==> src/rtl/eth_rxq_pkg.sv <==
package eth_rxq_pkg;

  localparam logic [31:0] CRC_SEED    = 32'hFFFF_FFFF;
  localparam logic [31:0] CRC_POLY_RF = 32'hEDB8_8320;
  localparam logic [31:0] CRC_RESIDUE = 32'hDEBB_20E3;

  typedef struct packed {
    logic crc_bad;
    logic dribble;
    logic code_viol;
    logic too_long;
    logic too_short;
  } rxq_status_t;

  function automatic logic [31:0] crc_step(input logic [31:0] cur, input logic [7:0] b);
    logic [31:0] c;
    c = cur ^ {24'h0, b};
    for (int k = 0; k < 8; k++) begin
      c = c[0] ? ((c >> 1) ^ CRC_POLY_RF) : (c >> 1);
    end
    return c;
  endfunction

endpackage

==> src/rtl/rxq_crc.sv <==
module rxq_crc
  import eth_rxq_pkg::*;
(
  input  logic        clk,
  input  logic        rst_n,
  input  logic        beat,
  input  logic        sof,
  input  logic [7:0]  data,
  output logic [31:0] crc_next
);
  logic [31:0] crc_q;

  always_comb crc_next = crc_step(sof ? CRC_SEED : crc_q, data);

  always_ff @(posedge clk) begin
    if (!rst_n)    crc_q <= CRC_SEED;
    else if (beat) crc_q <= crc_next;
  end
endmodule

==> src/rtl/rxq_len.sv <==
module rxq_len #(
  parameter int LEN_W = 11
) (
  input  logic             clk,
  input  logic             rst_n,
  input  logic             beat,
  input  logic             sof,
  output logic [LEN_W-1:0] len_next
);
  localparam logic [LEN_W-1:0] LEN_TOP = {LEN_W{1'b1}};
  logic [LEN_W-1:0] len_q;

  always_comb begin
    if (sof)                  len_next = LEN_W'(1);
    else if (len_q == LEN_TOP) len_next = LEN_TOP;
    else                      len_next = len_q + LEN_W'(1);
  end

  always_ff @(posedge clk) begin
    if (!rst_n)    len_q <= '0;
    else if (beat) len_q <= len_next;
  end

  // once saturated, further bytes of the same frame keep the count pinned
  p_len_saturate_r9: assert property (@(posedge clk) disable iff (!rst_n)
    (beat && !sof && len_q == LEN_TOP) |=> (len_q == LEN_TOP));
endmodule

==> src/rtl/rxq_err.sv <==
module rxq_err (
  input  logic clk,
  input  logic rst_n,
  input  logic beat,
  input  logic sof,
  input  logic rxerr,
  output logic cv_next
);
  logic cv_q;

  always_comb cv_next = (cv_q & ~sof) | rxerr;

  always_ff @(posedge clk) begin
    if (!rst_n)    cv_q <= 1'b0;
    else if (beat) cv_q <= cv_next;
  end

  // a PHY error on a counted beat is remembered for the frame
  p_cv_capture_r4: assert property (@(posedge clk) disable iff (!rst_n)
    (beat && rxerr) |=> cv_q);
endmodule

==> src/rtl/eth_rx_qual.sv <==
module eth_rx_qual
  import eth_rxq_pkg::*;
#(
  parameter int LEN_W   = 11,
  parameter int MIN_LEN = 64,
  parameter int MAX_LEN = 1518
) (
  input  logic       clk,
  input  logic       rst_n,
  input  logic       in_valid,
  input  logic [7:0] in_data,
  input  logic       in_sof,
  input  logic       in_eof,
  input  logic       in_rxerr,
  input  logic [2:0] in_extra_bits,
  input  logic       cfg_keep_long,
  input  logic       cfg_keep_short,
  output logic       st_valid,
  output logic [4:0] st_word,
  output logic       st_accept,
  output logic       st_flush
);
  localparam logic [LEN_W-1:0] LIM_LO = LEN_W'(MIN_LEN);
  localparam logic [LEN_W-1:0] LIM_HI = LEN_W'(MAX_LEN);

  logic             in_frame_q;
  logic             beat, end_beat;
  logic [31:0]      crc_next;
  logic [LEN_W-1:0] len_next;
  logic             cv_next;
  rxq_status_t      verdict;
  logic             drop;

  assign beat     = in_valid & (in_sof | in_frame_q);
  assign end_beat = beat & in_eof;

  rxq_crc u_crc (
    .clk(clk), .rst_n(rst_n), .beat(beat), .sof(in_sof),
    .data(in_data), .crc_next(crc_next)
  );

  rxq_len #(.LEN_W(LEN_W)) u_len (
    .clk(clk), .rst_n(rst_n), .beat(beat), .sof(in_sof), .len_next(len_next)
  );

  rxq_err u_err (
    .clk(clk), .rst_n(rst_n), .beat(beat), .sof(in_sof),
    .rxerr(in_rxerr), .cv_next(cv_next)
  );

  always_comb begin
    verdict.crc_bad   = (crc_next != CRC_RESIDUE);
    verdict.dribble   = (in_extra_bits != 3'd0);
    verdict.code_viol = cv_next;
    verdict.too_long  = (len_next > LIM_HI);
    verdict.too_short = (len_next < LIM_LO);
    drop = verdict.crc_bad | verdict.code_viol
         | (verdict.too_long  & ~cfg_keep_long)
         | (verdict.too_short & ~cfg_keep_short);
  end

  always_ff @(posedge clk) begin
    if (!rst_n) begin
      in_frame_q <= 1'b0;
      st_valid   <= 1'b0;
      st_word    <= '0;
      st_accept  <= 1'b0;
      st_flush   <= 1'b0;
    end else begin
      if (beat) in_frame_q <= ~in_eof;
      st_valid  <= end_beat;
      st_word   <= end_beat ? verdict : '0;
      st_accept <= end_beat & ~drop;
      st_flush  <= end_beat &  drop;
    end
  end

  // the end beat of an open frame yields a strobe on the next cycle
  p_strobe_after_end_r2: assert property (@(posedge clk) disable iff (!rst_n)
    (in_valid && in_eof && (in_sof || in_frame_q)) |=> st_valid);
  // exactly one outcome while strobing, none otherwise
  p_one_outcome_r2: assert property (@(posedge clk) disable iff (!rst_n)
    st_valid |-> (st_accept != st_flush));
  p_quiet_outcome_r2: assert property (@(posedge clk) disable iff (!rst_n)
    !st_valid |-> (!st_accept && !st_flush && st_word == 5'd0));
  // a CRC failure always discards
  p_crc_drops_r3: assert property (@(posedge clk) disable iff (!rst_n)
    (st_valid && st_word[4]) |-> st_flush);
  // dribble alone never discards
  p_dribble_kept_r5: assert property (@(posedge clk) disable iff (!rst_n)
    (st_valid && st_word == 5'b01000) |-> st_accept);
endmodule

==> config.mk <==
export PLATFORM = sky130hd
export DESIGN_NAME = eth_rx_qual
export DESIGN_NICKNAME = d
export VERILOG_FILES = /design/src/rtl/eth_rxq_pkg.sv /design/src/rtl/rxq_crc.sv /design/src/rtl/rxq_len.sv /design/src/rtl/rxq_err.sv /design/src/rtl/eth_rx_qual.sv
export SDC_FILE = /design/constraint.sdc
export NUM_CORES = 1
export LEC_CHECK = 0
export ABC_AREA = 1
export BUFFER_PORTS_ARGS = -buffer_cell sky130_fd_sc_hd__buf_4
export CAP_MARGIN = 5
export CORE_ASPECT_RATIO = 1.2
export CORE_MARGIN = 2
export CORE_UTILIZATION = 60
export CTS_CLUSTER_DIAMETER = 80
export DETAILED_ROUTE_END_ITERATION = 10
export GPL_TIMING_DRIVEN = 0
export MAX_ROUTING_LAYER = met4
export PLACE_DENSITY = 0.76
export SLEW_MARGIN = 10
export SYNTH_ARGS = -nofsm -noshare
export SYNTH_HDL_FRONTEND = slang
export SYNTH_HIERARCHICAL = 1
export SYNTH_SLANG_ARGS = --single-unit
==> constraint.sdc <==
create_clock -name clk -period 3.7 [get_ports clk]
set_input_delay 0.185 -clock clk [delete_from_list [all_inputs] [get_ports clk]]
set_output_delay 0.185 -clock clk [all_outputs]
set_load 0.005 [all_outputs]
==> reports/metrics.cfg, run 1 <==
[run_status]
outcome = finished, final reports clean

[placement]
dp_slack_ns = 1.26
dp.cells = 713
dp_hpwl_um = 7470
port_buffers = 26
gp_congestion = 0.955

[yosys]
ys_top_cells_by_count = nand2_1, inv_1, nor2_1, dfxtp_1, a21oi_1
synth_top_cell_area_share_pct = 27.6
syn_area_um2 = 3840
ys_warn_count = 6
avgSynthCellArea_um2 = 6.35
synth_edf_count = 0
ys_types = 36
yosys.area.top_type = dfxtp_1
synth_most_common_cell = nand2_1
synthCells = 605
synthArstFlopShare_pct = 0
syn_nets = 625
synth_area_leaders = dfxtp_1, nand2_1, inv_1
ys.flop_type = dfxtp_1
ys_seq_elements = 53
ys_seq_area_share_pct = 27.6

[final_layout]
finish.utilization_pct = 69.0
final_nets = 658
drive_gt1_share_pct = 18.5
area_delta_synth_final_pct = 10.2
num-fill-cells = 601
fin_cells = 721
multi_input_area_um2 = 2390
regArea_um2 = 1060
antenna_cells = 0

[timing]
skew_ns = 0.00838
finalCritPeriodShare_pct = 63.0
final.setup.worst_slack_ns = 1.37
rsz0062_at_grt = false
slew-limit-headroom_pct = 53.1
max_freq_ghz = 0.429
tightest_slew_ns = 0.704
tns_ns = 0
min_period_ns = 2.33
setup_violations = 0
hold_viol_final = 0
slew_viol_final = 0

[detailed_routing]
top_layer = met4
firstDrtPassIters = 5
wl_met2_um = 5010
finalWirelength_um = 9970
drt_iter0_markers = 189
vias = 3812
drc_errors = 0
route.met3.wl_um = 436
wl_per_cell_um = 13.8
wl_met1_um = 4080
viasPerCell = 5.29
antenna_left = 0

[floorplan]
core-area_um2 = 6130
fp.dieH_um = 91.6
ios = 27
die_x_um = 77.0
initial_utilization_pct = 62.7
design.die.area_um2 = 7060
rows = 31

[worst_setup_path]
crit_path_frequent_cell = nand2_1
critical_path_class = reg -> reg
arrival_ns = 2.60
path_buf_inv = 3
worstPathMaxFanout = 6
critPathCaptureType = register
timing.rr.start = u_crc/crc_q[1]
critPathCapture = st_accept
cpMaxStageDelayCell = dfxtp_1
required_ns = 3.97
cp-start-kind = register
crit_start = u_crc/crc_q[1]
r2r-end = st_accept
r2r_slack_ns = 1.37
path_cells = inv_1 > nand2_1 > nand2_1 > nand2_2 > inv_2 > nand2_1 > nand2_2 > nand2_1 > nand2_2 > inv_2 > nand3_1 > and2_1 > nand2_1 > nor2_1 > nand2_1 > nor2_2 > nand2_1 > nor2_2 > nand2_1 > nor2_2
crit_family = simple AND/OR/NAND/NOR gates
cp.depth = 20
reg2reg_depth = 20
crit_path_max_incr_delay_ns = 0.32

[clock_network]
clock_latency_ns = 0.32
root_buffer = clkbuf_8
cts_sinks = 53
cts_tree = done
holdBufCountCts = 0
cts_buffer_depth = 2
clkTransAtPathRegs_ns = 0.11
htreeDepth = 2
post_cts_buffers = 0
cts_made_buffers = 5
cts_resized = 0

[min_path]
hp-class = in -> reg

[global_route]
grtUsageTotal_pct = 30.2
grt_max_degree = 19
grt_pass1_vias = 3622
antenna_found_initial = 0
grt_pass1_wl_um = 16300
grt-ovfl-total = 0

[pwr]
max-vdd-ir-drop_mv = 0.222
leakage_nw = 2.12
p_per_area_nw_per_um2 = 375

[run]
maxCapViolCount = 0

-- sequential cells by signal, summed over array words and instances, names as in the netlist --
register and count:
u_crc/crc_q 32, st_flush 1, st_accept 1, u_len/len_q 11
in_frame_q 1, st_word 5, st_valid 1, u_err/cv_q 1
-- area by class of cell --
type / instances / area share [%]
inverter: 79 / 7.01
multi-input combinational: 455 / 56.4
clock inverter: 3 / 0.591
clock buffer: 5 / 1.63
tap: 82 / 2.42
timing repair buffer: 26 / 4.61
sequential: 53 / 25.1
buffer: 18 / 2.25
-- power by group --
part	total, mW	internal, mW	switching (mW)	leakage (nW)
Clock	0.352	0.137	0.215	0.0447
Sequential	0.650	0.618	0.0323	0.438
Combinational	0.584	0.206	0.378	1.64
Total	1.59	0.962	0.625	2.12
-- cell usage in the layout, fill, tap and decap left out, types with 2 or more instances in the layout --
cell type  instances
inv_2             10
nand3_2            7
o21ai_1            8
clkbuf_1          12
buf_6              3
nor2_1            56
nand4_1            2
and2_1             5
or2_2              3
clkbuf_8           5
nand2_1          190
inv_1             68
o211ai_1           2
xor2_2             2
o21ai_0           18
nor2_2            10
xnor2_4            2
xnor2_1           11
a21oi_2            8
xor2_1            27
nand2_2           25
buf_4             27
nand2_4            5
nand3_1           25
o21ai_2            5
a21oi_1           35
dfxtp_1           53
nand3b_1           3
-- cells by family (layout without fill, tap and decap cells) --
| family | after synthesis | count (layout) | synth area share [%] |
|---|---|---|---|
| simple gates | 334 | 334 | 39.1 |
| buf+inv | 97 | 131 | 10.2 |
| compound gates | 78 | 78 | 11.8 |
| flops | 53 | 53 | 27.6 |
| xor+xnor | 42 | 42 | 10.9 |
| fa+ha+maj | 1 | 1 | 0.326 |
-- routing by layer --
| metal | vias up | GRT usage, % |
|---|---|---|
| met5 | - | - |
| met4 | 0 | 15.6 |
| met3 | 38 | 3.74 |
| met2 | 108 | 53.9 |
| met1 | 1754 | 32.8 |
| li1 | 1912 | - |
-- how the worst min path moves through the flow --
stage	to	depth (start not counted)	start	slack, ns
after global routing	st_word[3]	3	in_extra_bits[2]	0.10
after CTS	st_word[3]	3	in_extra_bits[2]	0.1
after floorplan	u_crc/crc_q[1]	1	rst_n	0.28
after global placement	st_word[3]	3	in_extra_bits[2]	0.40
final	st_word[3]	3	in_extra_bits[2]	0.09
after detailed placement	st_word[3]	3	in_extra_bits[2]	0.44
-- worst min-delay path, cell delays in order --
cell,delay (ns)
buf_4,0.08
nor3_1,0.03
nor2_1,0.09
-- through the flow --
stage	hold WS, ns	instance area, um^2	power, mW
2_1_floorplan	0.284	3840	1.10
3_3_place_gp	0.405	4140	1.23
3_5_place_dp	0.438	4140	1.24
4_1_cts	0.0965	4230	1.59
5_1_grt	0.104	4230	1.69
6_report	0.0936	4230	1.59
Power figures use the tool's default switching activity.
==> inputs of run 2 (changes only) <==
- ABC_AREA: 1 -> 0
- CORE_UTILIZATION: 60 -> 55
- PLACE_DENSITY: 0.76 -> 0.74
- clock period: 3.7 -> 1.9 ns (I/O delays scaled with it)
==> run 2 against run 1 <==
The run now ends with negative setup slack left. Register-to-register slack got worse by 2.1 ns. First-iteration DRC count decreased by 11%. Sequential share of layout area down 2.0 points. Final cell count decreased by 20%. Largest power group is now combinational logic.
==> reports/metrics.cfg, run 2 <==
[yosys]
ys_top_cells_by_count = nor2_1, xnor2_1, dfxtp_1, nand2_1, xor2_1
synthArstFlopShare_pct = 0
ys_seq_elements = 53
synth_top_family_by_area = XOR/XNOR gates
synthCells = 432
ys_warn_count = 6
synth_fa_ha_area_share_pct = 0.335
synth_edf_count = 0
synth_most_common_cell = nor2_1
synthMuxAreaShare_pct = 0.537
avgSynthCellArea_um2 = 8.63
synth_area_leaders = dfxtp_1, xnor2_1, nor2_1
ys_types = 64
synth_top_cell_area_share_pct = 28.4
syn_area_um2 = 3730
yosys.area.top_type = dfxtp_1
ys.flop_type = dfxtp_1
synth-xor-area-share_pct = 30.0
synth_compound_area_share_pct = 10.7
ys_seq_area_share_pct = 28.4
synthSimpleGateAreaFrac_pct = 25.0
syn_nets = 452

[floorplan]
core-area_um2 = 6490
design.die.area_um2 = 7460
fp.dieH_um = 94.2
die_x_um = 79.2
initial_utilization_pct = 57.5
rows = 32
ios = 27

[clock_network]
clock_latency_ns = 0.33
cts_buffer_depth = 2
cts_made_buffers = 5
root_buffer = clkbuf_8
cts_tree = done
clkTransAtPathRegs_ns = 0.11
htreeDepth = 2
cts_sinks = 53

[min_path]
worstHoldStart = in_extra_bits[2]
hold_depth = 3
holdPathEnd = st_word[3]
hp-class = in -> reg

[detailed_routing]
antenna_left = 0
drt_iter0_markers = 168
finalWirelength_um = 10600
vias = 3380
wl_per_cell_um = 18.4
drc_errors = 0
viasPerCell = 5.87
firstDrtPassIters = 5

[worst_setup_path]
arrival_ns = 2.90
crit_path_max_incr_delay_ns = 0.48
crit_path_frequent_cell = xnor2_4
crit_start = u_crc/crc_q[7]
path_buf_inv = 1
timing.rr.start = u_crc/crc_q[7]
critical_path_class = reg -> reg
critPathCaptureType = register
cpMaxStageDelayCell = xnor3_2
r2r_slack_ns = -0.72
r2r-end = st_accept
crit_family = XOR/XNOR gates
reg2reg_depth = 10
worstPathMaxFanout = 4
path_cells = xnor2_4 > nor2_4 > xnor2_4 > xnor3_2 > buf_6 > xor2_1 > and4b_1 > nand4_1 > nor4_2 > and3_1
cp-start-kind = register
required_ns = 2.18

[timing]
finalCritPeriodShare_pct = 138
whs_ns = 0.0123
slew_viol_final = 0
setup_violations = 10
final.setup.worst_slack_ns = -0.720
skew_ns = 0.00544
max_freq_ghz = 0.382
min_period_ns = 2.62
hold_viol_final = 0
rsz0062_at_grt = true
slew-limit-headroom_pct = 56.0
tightest_slew_ns = 0.660

[final_layout]
area_delta_synth_final_pct = 26.6
fin_cells = 576
antenna_cells = 0
final_nets = 510
regArea_um2 = 1090
most-common-layout-cells = nor2_1, buf_4, xnor2_1
final_common_cell = nor2_1
multi_input_area_um2 = 2780
largest_register_ff_count = 32
finish.utilization_pct = 72.8
reg.largest.list = u_crc/crc_q: 32 flops, u_len/len_q: 11 flops, st_word: 5 flops
top_register = u_crc/crc_q
drive_gt1_share_pct = 31.4
num-fill-cells = 503

[placement]
dp_hpwl_um = 7010
gp_congestion = 1.02
dp_slack_ns = -1.17
dp.cells = 540
port_buffers = 23

[run]
maxCapViolCount = 0

[global_route]
grtUsageTotal_pct = 30.0
grt-ovfl-total = 0
grt_max_degree = 19
grt_pass1_vias = 3283
grt_pass1_wl_um = 16500
antenna_found_initial = 0

[pwr]
p_per_area_nw_per_um2 = 852
max-vdd-ir-drop_mv = 0.590
finalPower_mw = 4.02
leakage_nw = 1.98

[run_status]
violations = negative setup slack
outcome = complete, but fails checks

-- run 2: cell count changes after synthesis, moves of 11 or more --
cell     change
xnor3_1     +12
nand2_1    -156
inv_1       -61
nand2_2     -25
nor2_1      +17
nand3_1     -11
xnor2_1     +49
a21oi_1     -24
-- run 2: cell type report --
cell class                 count  share of cell area [%]
clock buffer                   5                    1.46
timing repair buffer          55                    9.41
multi-input combinational    339                    59.0
clock inverter                 3                   0.530
buffer                        27                    3.58
sequential                    53                    23.1
tap                           85                    2.25
inverter                       9                   0.716
-- run 2: routing by layer --
metal | up-vias | share of wire (%) | global-route usage (%)
met3 | 45 | 6.7 | 4.62
met2 | 150 | 51 | 52.5
met4 | 0 | 5.9 | 17.1
met1 | 1607 | 36 | 32.1
met5 | - | 0 | -
li1 | 1578 | - | -
-- run 2: cell families after synthesis --
kind of cell               after synthesis
muxes                                    2
adders and majority gates                1
and+or+nand+nor                        176
DFF                                     53
xor gates and xnor gates               100
buffers and inverters                   40
AOI/OAI and AO/OA                       60
-- run 2: timing repair --
item	CTS	global route
resized for setup	36	36
setup endpoints to repair	19	27
buffers inserted	17	16
pin swaps	20	26
hold buffers	0	0
-- run 2: worst max-delay path by stage --
stage	end	depth (start not counted)
2_1_floorplan	st_accept	10
3_3_place_gp	st_accept	11
3_5_place_dp	st_accept	11
4_1_cts	st_accept	10
5_1_grt	st_accept	10
6_report	st_accept	10
-- run 2: worst register-to-register path, cell delays in order, from the launching register on --
cell and delay, ns:
dfxtp_4 0.39, xnor2_4 0.19, nor2_4 0.07, xnor2_4 0.27
xnor3_2 0.48, buf_6 0.16, xor2_1 0.13, and4b_1 0.24
nand4_1 0.14, nor4_2 0.32, and3_1 0.18
-- run 2: metrics by stage --
step / area, um^2 / TNS (ns)
5_1_grt: 4720 / -4.09
4_1_cts: 4510 / -2.54
6_report: 4720 / -3.03
3_5_place_dp: 4130 / -8.17
2_1_floorplan: 3850 / -1.39
3_3_place_gp: 4130 / -7.96
-- run 2: report_power, final --
part           internal (mW)  switching, mW  leakage, nW
Combinational           1.07          0.940         1.50
Clock                  0.270          0.429       0.0452
Sequential              1.22         0.0962        0.438
Total                   2.55           1.47         1.98
